$ cat src/rtl/prc_pkg.sv
// Package: shared constants for the protected reset control register.
// Assumes a 32-bit data path. The bit positions below are decoded by
// neighbouring software, so they are fixed rather than free parameters.
package prc_pkg;
    localparam int unsigned DATA_W   = 32;
    localparam int unsigned HELD_N   = 3;
    localparam int unsigned PULSE_N  = 2;
    // level-held targets: CRC unit, hardware divider, DMA controller
    localparam int unsigned HELD_POS  [HELD_N]  = '{7, 4, 2};
    // one-shot targets: core plus flash controller, whole chip
    localparam int unsigned PULSE_POS [PULSE_N] = '{1, 0};
endpackage

$ cat src/rtl/prc_access.sv
// Module: prc_access
// Decodes the register address and gates writes with the write-protect
// unlock. Assumes one access per cycle and a combinational read path.
module prc_access #(
    parameter int unsigned            ADDR_W     = 8,
    parameter logic [ADDR_W-1:0]      REG_OFFSET = 8'h08
) (
    input  logic [ADDR_W-1:0] addr,
    input  logic              we,
    input  logic              lock_open,
    output logic              hit,
    output logic              wr_ok
);
    // address match and protected write qualification
    always_comb begin
        hit   = (addr == REG_OFFSET);
        wr_ok = hit && we && lock_open;
    end
endmodule

$ cat src/rtl/prc_held_bit.sv
// Module: prc_held_bit
// One level-held reset bit. It loads from write data on an accepted write
// and keeps its value otherwise. Assumes wr_ok is already qualified.
module prc_held_bit (
    input  logic clk,
    input  logic rst_n,
    input  logic wr_ok,
    input  logic d,
    output logic q
);
    // register the held reset level
    always_ff @(posedge clk) begin
        if (!rst_n)     q <= 1'b0;
        else if (wr_ok) q <= d;
    end

    // the level changes only on an accepted write
    assert_held_stable_R3: assert property (@(posedge clk) disable iff (!rst_n)
        !wr_ok |=> $stable(q));
    // an accepted write lands in the flop
    assert_held_load_R3: assert property (@(posedge clk) disable iff (!rst_n)
        wr_ok |=> (q == $past(d)));
endmodule

$ cat src/rtl/prc_pulse_bit.sv
// Module: prc_pulse_bit
// Self-clearing one-shot reset bit. A set loads a countdown of PULSE_CYCLES.
// The output flop is high while the count is non-zero. Assumes set is
// already qualified by address, write strobe, unlock and a data bit of 1.
module prc_pulse_bit #(
    parameter int unsigned PULSE_CYCLES = 2
) (
    input  logic clk,
    input  logic rst_n,
    input  logic set,
    output logic q
);
    localparam int unsigned    CW   = $clog2(PULSE_CYCLES + 1);
    localparam logic [CW-1:0]  LOAD = CW'(PULSE_CYCLES);
    localparam logic [CW-1:0]  ONE  = CW'(1);

    logic [CW-1:0] cnt;

    // countdown: reload on set (also restarts a running pulse), else decrement
    always_ff @(posedge clk) begin
        if (!rst_n)            cnt <= '0;
        else if (set)          cnt <= LOAD;
        else if (cnt != '0)    cnt <= cnt - ONE;
    end

    // registered output: high from set until the count expires
    always_ff @(posedge clk) begin
        if (!rst_n)    q <= 1'b0;
        else if (set)  q <= 1'b1;
        else           q <= (cnt > ONE);
    end

    // a set loads the full count
    assert_pulse_load_R4: assert property (@(posedge clk) disable iff (!rst_n)
        set |=> (cnt == LOAD));
    // without a set the count only steps down
    assert_pulse_step_R8: assert property (@(posedge clk) disable iff (!rst_n)
        (!set && cnt != '0) |=> (cnt == $past(cnt) - ONE));
    // the output flop tracks the live countdown
    assert_pulse_track_R5: assert property (@(posedge clk) disable iff (!rst_n)
        q == (cnt != '0));
endmodule

$ cat src/rtl/prot_rst_ctl.sv
// Module: prot_rst_ctl
// Write-protected reset control register: three level-held resets and two
// self-clearing one-shot resets behind a simple bus. Assumes lock_open comes
// from a separate lock block and that the register clears only on rst_n.
module prot_rst_ctl
    import prc_pkg::*;
#(
    parameter int unsigned        ADDR_W       = 8,
    parameter logic [ADDR_W-1:0]  REG_OFFSET   = 8'h08,
    parameter int unsigned        PULSE_CYCLES = 2
) (
    input  logic              clk,
    input  logic              rst_n,
    input  logic [ADDR_W-1:0] bus_addr,
    input  logic [DATA_W-1:0] bus_wdata,
    input  logic              bus_we,
    output logic [DATA_W-1:0] bus_rdata,
    input  logic              lock_open,
    output logic              crc_rst,
    output logic              div_rst,
    output logic              dma_rst,
    output logic              core_rst,
    output logic              chip_rst
);
    logic               hit;
    logic               wr_ok;
    logic [HELD_N-1:0]  held_q;
    logic [PULSE_N-1:0] pulse_q;
    logic [DATA_W-1:0]  view;
    logic               unused_wdata;

    // reserved data bits are accepted on the bus but never stored
    assign unused_wdata = ^bus_wdata;

    prc_access #(
        .ADDR_W     (ADDR_W),
        .REG_OFFSET (REG_OFFSET)
    ) u_access (
        .addr      (bus_addr),
        .we        (bus_we),
        .lock_open (lock_open),
        .hit       (hit),
        .wr_ok     (wr_ok)
    );

    for (genvar gi = 0; gi < HELD_N; gi++) begin : g_held
        prc_held_bit u_bit (
            .clk   (clk),
            .rst_n (rst_n),
            .wr_ok (wr_ok),
            .d     (bus_wdata[HELD_POS[gi]]),
            .q     (held_q[gi])
        );
    end

    for (genvar gp = 0; gp < PULSE_N; gp++) begin : g_pulse
        prc_pulse_bit #(
            .PULSE_CYCLES (PULSE_CYCLES)
        ) u_bit (
            .clk   (clk),
            .rst_n (rst_n),
            .set   (wr_ok && bus_wdata[PULSE_POS[gp]]),
            .q     (pulse_q[gp])
        );
    end

    // assemble the register image; unlisted positions stay zero
    always_comb begin
        view = '0;
        for (int i = 0; i < int'(HELD_N); i++)  view[HELD_POS[i]]  = held_q[i];
        for (int j = 0; j < int'(PULSE_N); j++) view[PULSE_POS[j]] = pulse_q[j];
    end

    // read mux: image at the register offset, zero elsewhere
    always_comb begin
        bus_rdata = hit ? view : '0;
    end

    // drive the named reset outputs from their flops
    always_comb begin
        crc_rst  = held_q[0];
        div_rst  = held_q[1];
        dma_rst  = held_q[2];
        core_rst = pulse_q[0];
        chip_rst = pulse_q[1];
    end

    // a write with the lock closed leaves the register image unchanged
    assert_locked_write_ignored_R6: assert property (@(posedge clk) disable iff (!rst_n)
        (bus_we && !lock_open) |=> $stable(view) || $fell(core_rst) || $fell(chip_rst));
    // a write elsewhere does not touch the held bits
    assert_offset_write_ignored_R2: assert property (@(posedge clk) disable iff (!rst_n)
        (bus_we && bus_addr != REG_OFFSET) |=> $stable(held_q));
    // reserved positions read as zero
    assert_reserved_zero_R7: assert property (@(posedge clk) disable iff (!rst_n)
        (bus_rdata & ~32'h0000_0097) == '0);
    // the register image is clear in the cycle after a reset edge
    assert_reset_clear_R1: assert property (@(posedge clk)
        !rst_n |=> (view == '0));
endmodule

$ cat config.mk
export PLATFORM = sky130hd
export DESIGN_NAME = prot_rst_ctl
export DESIGN_NICKNAME = d
export VERILOG_FILES = /design/src/rtl/prc_pkg.sv /design/src/rtl/prc_access.sv /design/src/rtl/prc_held_bit.sv /design/src/rtl/prc_pulse_bit.sv /design/src/rtl/prot_rst_ctl.sv
export SDC_FILE = /design/constraint.sdc
export NUM_CORES = 1
export LEC_CHECK = 0
export BUFFER_PORTS_ARGS = -buffer_cell sky130_fd_sc_hd__buf_4
export CAP_MARGIN = 20
export CORE_MARGIN = 2
export CORE_UTILIZATION = 29
export CTS_BUF_LIST = sky130_fd_sc_hd__clkbuf_8
export DETAILED_ROUTE_END_ITERATION = 12
export PLACE_DENSITY = 0.75
export SYNTH_ARGS = -nofsm -noshare
export SYNTH_HDL_FRONTEND = slang
export SYNTH_SLANG_ARGS = --single-unit
$ cat constraint.sdc
create_clock -name clk -period 1.3 [get_ports clk]
set_input_delay 0.195 -clock clk [delete_from_list [all_inputs] [get_ports clk]]
set_output_delay 0.195 -clock clk [all_outputs]
set_load 0.005 [all_outputs]
# ---- Word-level counts from Yosys, hierarchy flattened
# Index checks and enable logic that the tools add are counted.
dict set report totals {
  reg_bits 9
  input_bits 44
  word_cells 32
  n_memories 0
  latch_bits 0
  mem_bits_rw 0
  romBits 0
}
dict set report classes {
  mux 7
  n_reduce_logical 10
  n_div 0
  n_lt_le_gt_ge 2
  bitwise_logic 1
  mul 0
  n_eq_ne 1
  shifts 0
  n_addsub 2
}
# cell count
set op_table {}
lappend op_table {{equality test 8 x 4 -> 1 bit (second input constant)} 1}
lappend op_table {{two-way mux 2 bit} 4}
lappend op_table {{two-way mux 8 bit} 1}
lappend op_table {{nonzero test 2 bit} 4}
lappend op_table {{> comparator 2 x 1 -> 1 bit (second input constant)} 2}
lappend op_table {{logical AND 1 bit} 4}
lappend op_table {{OR reduction 2 bit} 2}
lappend op_table {{subtractor 2 x 1 -> 2 bit (second input constant)} 2}
lappend op_table {{two-way mux 1 bit} 2}
lappend op_table {{inverter 1 bit} 1}

# ---- Longest topological paths before layout
dict set report logic_depth {
  word_depth 5
  mapped_depth 3
  depth_no_buf 3
}

# ---- By module
# Synthesis repeated with hierarchy kept, for this count alone.
dict set report unflattened {
  cells_unflattened 62
  area_unflattened_um2 584.3
}
# module cells_per_inst area_per_inst_um2 seq_area_each_um2 n_inst
set modules_own_cells {}
lappend modules_own_cells {prot_rst_ctl 35 250.2 0.0 1}
lappend modules_own_cells {prc_pulse_bit 7 91.3 60.1 2}
lappend modules_own_cells {prc_held_bit 3 36.3 20.0 3}
lappend modules_own_cells {prc_access 4 42.5 0.0 1}

# ---- Least setup slack after synthesis
# OpenSTA, ideal clock, no wires.
dict set report synth_timing {
  path_kind {input to output}
  from {input port bus_addr[7]}
  to {output port bus_rdata[0]}
  arrival_ps 1101
  slack_ps 4
  cell_stages 3
  path_buffers 0
  path_cell_list {or4b_4 -> nor2_1 -> and2_1}
}
dict set report synth_via {
  elab_chain_len 2
}
# item line
set synth_lines {}
lappend synth_lines {{start: declaration} prot_rst_ctl.sv:14} ;# input logic [ADDR_W-1:0] bus_addr,
lappend synth_lines {{equality test 8 x 4 -> 1 bit} prc_access.sv:16} ;# hit = (addr == REG_OFFSET);
lappend synth_lines {{two-way mux 8 bit} prot_rst_ctl.sv:76} ;# bus_rdata = hit ? view : '0;
lappend synth_lines {{end: declaration} prot_rst_ctl.sv:17} ;# output logic [DATA_W-1:0] bus_rdata,
# No other way between the ends.

# ---- Worst setup path in the final report
dict set report layout_timing {
  from {input port bus_addr[4]}
  to {output port bus_rdata[7]}
}
# Same word-level chain as after synthesis.

==> run metrics <==
status=complete, but fails checks; failing checks=negative setup slack; most common cell after layout, fill and taps aside=conb_1; Rows=16; maximum vdd ir drop=365 uV; share of the synthesized area in the top cell type=33.1%; Net Sw Power=0.145 mW; unrepaired setup endpoints after global routing=true; Synth-to-Final Area Change=39.8%; critical path class=input pin to output pin; WP data arrival=1.29 ns; CP Max Fanout=5; Yosys reg bits=9; mux contribution to synthesized area=4.90%; I/O Buffers=26; clk_lat worst skew=0.23 ns; TritonCTS clock tree=built; die width=50.0 um; I/O pin count=81; Startpoint Class=input pin; Tcrit/Tclk final=114%; post-synthesis sequential area ratio=29.4%; min cycle time layout=1.48 ns; count of clock tree sinks=9; complex-gate fraction of the synthesized area=4.90%; core area=1980 um2; first-pass GRT wire length=1900 um; HP Class=input pin to flip-flop; DP HPWL=1030 um; Synth Area in Adders=0%; DR pass1 iterations=1; Initial Utilization=30.9%; CTS H-tree depth=1; Cell Int Power=0.524 mW; drt initial violations=0; CTS root buffer=clkbuf_8; total power=0.669 mW; clock buffer count from CTS=3; Synth Area in Simple Gates=26.5%; ANT cells=0; largest net degree at the start of global routing=13; Max Root-Sink Buffers=2; Final Setup Violations=8; Sequential Power Share=41.4%; GRT Overall Usage=10.0%; syn avg cell area=8.64 um2; final setup margin=-0.182 ns; die area=2500 um2; Via density=3.82; Clk pwr share=46.4%; DR vias=497; Comb pwr share=12.2%; Critical Path RT=1.11 ns; commonest cells after routing, fill and taps aside=conb_1 (27), buf_4 (22), nand2_1 (9), dfxtp_1 (9), buf_6 (8); number of nets with antenna violations after routing=0; nets=148; total placed cells including tap cells=125; layout cells sized above 1=41.7%; post-synth top area cell=buf_4; GRT overflow=0; Fillers=208; XOR/XNOR Fraction of Synth Area=0%; main combinational cell family by area after synthesis=buffers and inverters; Placer Congestion=0.650; antenna violations before repair=0; largest cells by area after synthesis=buf_4 (33%), dfxtp_1 (29%), and2_1 (7.1%); post-synthesis cell count=71; WL per Instance=9.46 um; leak pwr=0.438 nW; Fin Clk Skew=0.00135 ns; synth warn=0; max-slew violations=0; CP endpoint kind=output pin; P per Cell Area=781 nW/um2; die height=50.0 um; Yosys cell types=15; clock slew at reported path FFs=0.05 ns; f_max=0.675 GHz; Switching Fraction=21.7%; Mapped Area=613 um2; MaxCap Viol Count=0; final WL=1230 um; Final Non-Filler Cells=130; final hold violations=0; detailed-route DRC error count=0; vias in the first global route=478
-- synthesized netlist by cell type --
cell       n
nor3_2     2
nor3_4     1
dfxtp_1    9
clkbuf_1   1
nand2_1    9
nand3_1    2
or4_4      1
nor2_1     1
and2_1     7
mux2i_1    3
o21a_1     4
nor3_1     2
or4b_4     1
buf_4     27
conb_1     1
-- registers in the layout (all words and copies together), names as in the netlist --
name               flops
g_pulse.u_bit.cnt      4
g_held.u_bit.q         3
g_pulse.u_bit.q        2
-- worst paths after layout --
check | start | to | slack (ns) | cells past startpoint
setup / recovery | bus_addr[4] | bus_rdata[7] | -0.18 | 6
hold / removal | bus_wdata[2] | g_held[2].u_bit.q | 0.22 | 3
setup reg to reg | g_pulse[1].u_bit.cnt[0] | g_pulse[1].u_bit.cnt[1] | 0.58 | 2
hold reg to reg | g_pulse[0].u_bit.cnt[0] | g_pulse[0].u_bit.cnt[0] | 0.42 | 1
-- cells by family (layout without fill, tap and decap cells) --
family,after synthesis,count (layout)
AO/OA/AOI/OAI,4,4
buffers and inverters,28,34
flip-flops,9,9
multiplexers,3,3
other,1,27
AND/OR/NAND/NOR,26,26
-- power by group through the flow --
stage	sequential (mW)	combinational [mW]	clock (mW)
2_1_floorplan	0.282	0.0910	0
5_1_grt	0.276	0.0922	0.340
3_3_place_gp	0.282	0.0737	0
6_report	0.277	0.0820	0.310
3_5_place_dp	0.282	0.0753	0
4_1_cts	0.277	0.0796	0.320
-- layer usage --
layer  vias to the layer above  global-route usage [%]  wire, um
met5                         -                       0         0
met4                         0                    2.78         0
met3                         0                    3.94       140
met2                        36                    19.5       654
met1                       223                    9.38       436
li1                        238                       -         -
-- layout make-up --
cell class	count	area, um2	share of cell area, %
Tap cell	27	33.8	3.94
Multi-Input combinational cell	60	343	40.0
Sequential cell	9	180	21.0
Clock inverter	1	3.75	0.438
Timing Repair Buffer	30	255	29.8
Clock buffer	3	41.3	4.82
-- worst max-delay path, stage by stage --
cell    delay [ns]
buf_6         0.09
or4_4         0.53
nor2_1        0.12
buf_4         0.14
and2_4        0.14
buf_6         0.08
-- per-stage QoR --
| stage | instance area, um2 | hold WS, ns | TNS [ns] | utilization, % | setup WS, ns |
|---|---|---|---|---|---|
| 2_1_floorplan | 711 | 0.337 | 0 | - | 0.00386 |
| 3_3_place_gp | 756 | 0.395 | -2.75 | 38.1 | -0.240 |
| 3_5_place_dp | 756 | 0.418 | -3.14 | 38.1 | -0.271 |
| 4_1_cts | 851 | 0.223 | -1.24 | 42.9 | -0.187 |
| 5_1_grt | 857 | 0.227 | -1.54 | 43.2 | -0.219 |
| 6_report | 857 | 0.224 | -1.21 | 43.2 | -0.182 |
-- repair_timing --
item	in CTS	in global routing
setup buffers	1	0
endpoints found under the setup margin	9	11
pin swaps	8	0
hold buffers	0	0
resized for setup	13	1
No activity file was read; power rests on OpenSTA's default activity.
